[src/rtl/seg_csa_pkg.sv]
package seg_csa_pkg;

  localparam logic [2:0] OP_HOLD    = 3'd0;
  localparam logic [2:0] OP_CLEAR   = 3'd1;
  localparam logic [2:0] OP_ADD     = 3'd2;
  localparam logic [2:0] OP_SHIFT   = 3'd3;
  localparam logic [2:0] OP_RESOLVE = 3'd4;

  // strobes from control to datapath
  typedef struct packed {
    logic clr;         // zero all state
    logic pass;        // segment add pass (operand or zero)
    logic takeOperand; // operand path selected in the wide mux
    logic shift;       // left shift by one
  } dpStrobes_t;

endpackage

[src/rtl/seg_csa_segment.sv]
module seg_csa_segment #(
  parameter int SEG_W = 8
) (
  input  logic [SEG_W-1:0] aIn,
  input  logic [SEG_W-1:0] bIn,
  input  logic             cIn,
  output logic [SEG_W-1:0] sOut,
  output logic             cOut
);
  logic [SEG_W:0] total;

  always_comb begin
    total = {1'b0, aIn} + {1'b0, bIn} + {{SEG_W{1'b0}}, cIn};
    sOut  = total[SEG_W-1:0];
    cOut  = total[SEG_W];
  end
endmodule

[src/rtl/seg_csa_ctrl.sv]
module seg_csa_ctrl
  import seg_csa_pkg::*;
(
  input  logic       [2:0] opSel,
  input  logic             carriesZero,
  output dpStrobes_t       strb
);
  always_comb begin
    strb = '0;
    unique case (opSel)
      OP_CLEAR:   strb.clr = 1'b1;
      OP_ADD: begin
        strb.pass        = 1'b1;
        strb.takeOperand = 1'b1;
      end
      OP_RESOLVE: strb.pass = 1'b1;
      OP_SHIFT: begin
        // realign first; shift only once nothing is pending
        if (carriesZero) strb.shift = 1'b1;
        else             strb.pass  = 1'b1;
      end
      default: ;
    endcase
  end
endmodule

[src/rtl/seg_csa_dp.sv]
module seg_csa_dp
  import seg_csa_pkg::*;
#(
  parameter int W     = 512,
  parameter int SEG_W = 8
) (
  input  logic             clk,
  input  logic             rstN,
  input  dpStrobes_t       strb,
  input  logic [W-1:0]     operandIn,
  output logic [W-1:0]     sumQ,
  output logic             carriesZero,
  output logic             ovfQ
);
  localparam int NSEG = W / SEG_W;
  localparam int CW   = NSEG - 1;

  logic [CW-1:0]   carryQ;
  logic [W-1:0]    addend;
  logic [W-1:0]    passSum;
  logic [NSEG-1:0] segCin;
  logic [NSEG-1:0] segCout;

  // wide mux: operand path or zero (carry realignment path)
  assign addend = strb.takeOperand ? operandIn : '0;

  for (genvar k = 0; k < NSEG; k++) begin : g_seg
    if (k == 0) begin : g_lo
      assign segCin[k] = 1'b0;
    end else begin : g_hi
      assign segCin[k] = carryQ[k-1];
    end
    seg_csa_segment #(.SEG_W(SEG_W)) seg_i (
      .aIn  (sumQ[k*SEG_W +: SEG_W]),
      .bIn  (addend[k*SEG_W +: SEG_W]),
      .cIn  (segCin[k]),
      .sOut (passSum[k*SEG_W +: SEG_W]),
      .cOut (segCout[k])
    );
  end

  assign carriesZero = ~|carryQ;

  always_ff @(posedge clk or negedge rstN) begin
    if (!rstN) begin
      sumQ   <= '0;
      carryQ <= '0;
      ovfQ   <= 1'b0;
    end else if (strb.clr) begin
      sumQ   <= '0;
      carryQ <= '0;
      ovfQ   <= 1'b0;
    end else if (strb.pass) begin
      sumQ   <= passSum;
      carryQ <= segCout[CW-1:0];
      ovfQ   <= ovfQ | segCout[NSEG-1];
    end else if (strb.shift) begin
      sumQ   <= {sumQ[W-2:0], 1'b0};
      ovfQ   <= ovfQ | sumQ[W-1];
    end
  end
endmodule

[src/rtl/seg_csa_accum.sv]
module seg_csa_accum
  import seg_csa_pkg::*;
#(
  parameter int W     = 512,
  parameter int SEG_W = 8
) (
  input  logic         clk,
  input  logic         rstN,
  input  logic [2:0]   opSel,
  input  logic [W-1:0] operandIn,
  output logic [W-1:0] sumOut,
  output logic         carriesZero,
  output logic         overflow
);
  dpStrobes_t strb;

  seg_csa_ctrl ctrl_i (
    .opSel       (opSel),
    .carriesZero (carriesZero),
    .strb        (strb)
  );

  seg_csa_dp #(.W(W), .SEG_W(SEG_W)) dp_i (
    .clk         (clk),
    .rstN        (rstN),
    .strb        (strb),
    .operandIn   (operandIn),
    .sumQ        (sumOut),
    .carriesZero (carriesZero),
    .ovfQ        (overflow)
  );
endmodule

[config.mk]
export PLATFORM = sky130hd
export DESIGN_NAME = seg_csa_accum
export DESIGN_NICKNAME = d
export VERILOG_FILES = /design/src/rtl/seg_csa_pkg.sv /design/src/rtl/seg_csa_segment.sv /design/src/rtl/seg_csa_ctrl.sv /design/src/rtl/seg_csa_dp.sv /design/src/rtl/seg_csa_accum.sv
export SDC_FILE = /design/constraint.sdc
export NUM_CORES = 2
export LEC_CHECK = 0
export BUFFER_PORTS_ARGS = -buffer_cell sky130_fd_sc_hd__buf_2
export CORE_AREA = 2 2 396 398
export CTS_CLUSTER_DIAMETER = 150
export DETAILED_ROUTE_END_ITERATION = 10
export DIE_AREA = 0 0 398 400
export PLACE_DENSITY_LB_ADDON = 0.25
export SETUP_SLACK_MARGIN = 0.1
export SLEW_MARGIN = 20
export SYNTH_ARGS = -nofsm -noshare
export SYNTH_HDL_FRONTEND = slang
export SYNTH_SLANG_ARGS = --single-unit
[constraint.sdc]
create_clock -name clk -period 2.7 [get_ports clk]
set_clock_uncertainty 0.05 [all_clocks]
set_input_delay 0.135 -clock clk [delete_from_list [all_inputs] [get_ports clk]]
set_output_delay 0.135 -clock clk [all_outputs]
set_load 0.005 [all_outputs]
==> results.md <==
- RSZ-0062 raised after global routing: true
- H-tree depth: 3
- Number of synthesized register bits: 576
- Share of post-route cells with drive strength above 1: 27.05%
- Finished Cell Area: 64980 um2
- Nets: 8202
- Layout Utilization: 41.89%
- Final hold viol count: 0
- Initial antenna violation count: 30
- Worst-Margin Slew: 0.8367 ns
- Avg Synthesized Cell Area: 8.671 um2
- Synth top area cells: dfrtp_1 (30%), ha_1 (12%), fa_1 (5.3%), and2_1 (5.2%), nand2_1 (4.4%)
- Syn Inst Count: 5513
- Delay of the slowest cell on the worst path: 0.50 ns
- Fmax: 341.2 MHz
- Crit Path Max Fanout: 17
- Warnings from Yosys: 0
- Port Buf Inserts: 1030
- Via count: 48961
- Period utilization: 108.5%
- Clk slew on worst S/H paths: 0.06 ns
- Count leader, synth: dfrtp_1
- Run status: finished with violations
- Worst-skew pair later-pin latency: 0.68 ns
- Root Driver: clkbuf_16
- Initial Util: 30.82%
- Most frequent cells after synthesis: dfrtp_1 (576), nand2_1 (558), ha_1 (449)
- Die width: 398 um
- Pleak: 31.38 nW
- DRC: 0
- Inserted Clock Buffers: 80
- Predominant post-synthesis flop cell: dfrtp_1
- Die Area: 159200 um2
- # IOs: 1031
- Setup CP Type: reg2reg
- Asr flop ratio synth: 100.0%
- DR iter-0 viols: 3286
- Max-cap viol count: 0
- CTS tree: yes
- Die Ht: 400 um
- CP endpoint kind: flop
- Gr usage total: 24.63%
- Failing checks: setup timing
- Largest net degree at the start of global routing: 97
- Synthesized area: 47800 um2
- Slowest-stage cell, CP: dfrtp_2
- Worst setup SP type: flop
- Crit path time final: 2.931 ns
- Crit path DAT: 3.44 ns
- Synth top area share: 30.15%
- Cell family with most CP delay: buffers and inverters
- Max-slew headroom: 44.22%
- Max-slew violation count: 0
- Syn nets: 6606
- Pre-Repair DR Iteration Count: 5
- Critical path buffer and inverter count: 6
- CTS Sinks: 576
- Post-synth EDFFs: 0
- DRT Wirelength: 203.8 mm
- Peak VDD IR: 549.0 uV
- PD cells: 846.9 nW/um2
- DR vias/cell: 5.298
- Area after DPL: 59370 um2
- Register area share after synthesis: 30.15%
- Detailed Place HPWL: 158.5 mm
- Final worst slack: -0.2307 ns
- Routed Antenna Nets: 0
- P&R area growth vs syn: 35.93%
- Critical-path cell list: nor4_4 > buf_4 > nand4_1 > buf_4 > nor4_4 > buf_4 > o22a_4 > buf_12 > buf_4 > clkbuf_16 > a211oi_1 > a31o_2
- Worst min path class: in2reg
- DR WL/cell: 22.06 um
- WP data required: 3.21 ns
- Row count: 145
- Placeable Area: 155100 um2
- Largest area contributor in the netlist: dfrtp_1
- Final weighted congestion in routability-driven placement: 0.9746
- Most frequent CP cell: buf_4
- # setup viols final: 504
- Synth unique cells: 41
- Maximum clock path buffer count: 3
- First-pass GRT wire length: 301.5 mm
- FF-to-FF setup slack: -0.23 ns
- Total congestion overflow: 0
- Number of global-route vias before repair: 48037
-- cell families after synthesis --
group	share of synthesized area (%)
xor gates and xnor gates	4.764
DFF	30.15
AOI/OAI and AO/OA	18.87
buffers and inverters	5.724
and+or+nand+nor	23.42
adders and majority gates	17.07
-- final cells by class --
type	instances	area (um2)
Clock buffer	118	2338
Antenna cell	18	45.04
Timing Repair Buffer	1831	13110
Multi-Input combinational cell	4318	31140
Inverter	302	1134
Tap cell	2058	2575
Clock inverter	20	226.5
Fill cell	15536	90140
Sequential cell	576	14420
-- worst register-to-register path, delay by kind of cell, from the launching register on --
kind	cells	cell delay, ns
simple gates	3	0.68
flops	1	0.50
buf+inv	6	1.14
compound gates	3	0.47
-- cell usage in the layout (no fill, tap or decap), drive strengths merged, types with 63 or more instances in the layout --
cell type	netlist	routed
a211oi	155	155
a21oi	126	126
a31o	63	63
a32oi	128	128
and2	395	395
buf	116	1627
clkbuf	201	122
dfrtp	576	576
dlygate4sd3	0	199
fa	127	127
ha	449	449
inv	302	302
nand2	558	558
nand2b	82	82
nand3	313	313
nand4	131	131
nor2	270	270
nor2b	146	146
nor3	65	65
o211ai	191	191
o21ai	347	347
o221ai	127	127
o311ai	65	65
or3	155	155
xnor2	97	97
xor2	163	163
-- routing by layer --
metal | vias up | part of all wire, % | track usage [%]
met5 | - | 0.081 | 0
met1 | 23813 | 43 | 31.73
met2 | 1563 | 46 | 40.19
met4 | 26 | 4.8 | 10.21
li1 | 23182 | - | -
met3 | 377 | 6.6 | 4.863
-- stage by stage --
step           setup TNS (ns)  total power [mW]  worst slack [ns]  cells  hold WS, ns
2_1_floorplan      -0.0009137             29.35        -0.0009137   5513      -0.2106
3_3_place_gp          -212.53             42.07           -0.5662   8857      0.08374
5_1_grt               -127.51             58.88           -0.3424   9229      0.04217
6_report               -47.18             55.03           -0.2307   9241      0.02713
3_5_place_dp          -240.88             42.38           -0.6468   8857      0.07978
4_1_cts                -76.68             54.82           -0.2457   9214    0.0001517
-- power breakdown --
part	internal [mW]	switching [mW]
clock network	6.34	4.49
registers	11.9	4.45
logic	13.2	14.6
total	31.5	23.6
-- path summary, 6_finish.rpt --
path | start | endpoint | cells past startpoint
worst min register to register | dp_i.carryQ[6] | dp_i.carryQ[6] | 1
worst min-delay path | operandIn[1] | dp_i.sumQ[1] | 4
worst max-delay path | dp_i.carryQ[23] | dp_i.carryQ[37] | 12
worst max register to register | dp_i.carryQ[23] | dp_i.carryQ[37] | 12
min in group asynchronous | rstN | dp_i.sumQ[140] | 3
max in group asynchronous | rstN | dp_i.sumQ[234] | 3
-- sequential cells by signal, indices dropped and copies added (netlist names) --
register and flops:
dp_i.carryQ 63, dp_i.ovfQ 1, dp_i.sumQ 512
-- repair_timing --
action | CTS | global route
endpoints found under the hold margin | 711 | 0
buffers inserted | 9 | 5
endpoints found under the setup margin | 577 | 577
resized for setup | 83 | 36
pin swaps | 30 | 18
gates cloned | 10 | 4
hold buffers | 200 | 0
No activity file was read; power rests on OpenSTA's default activity.
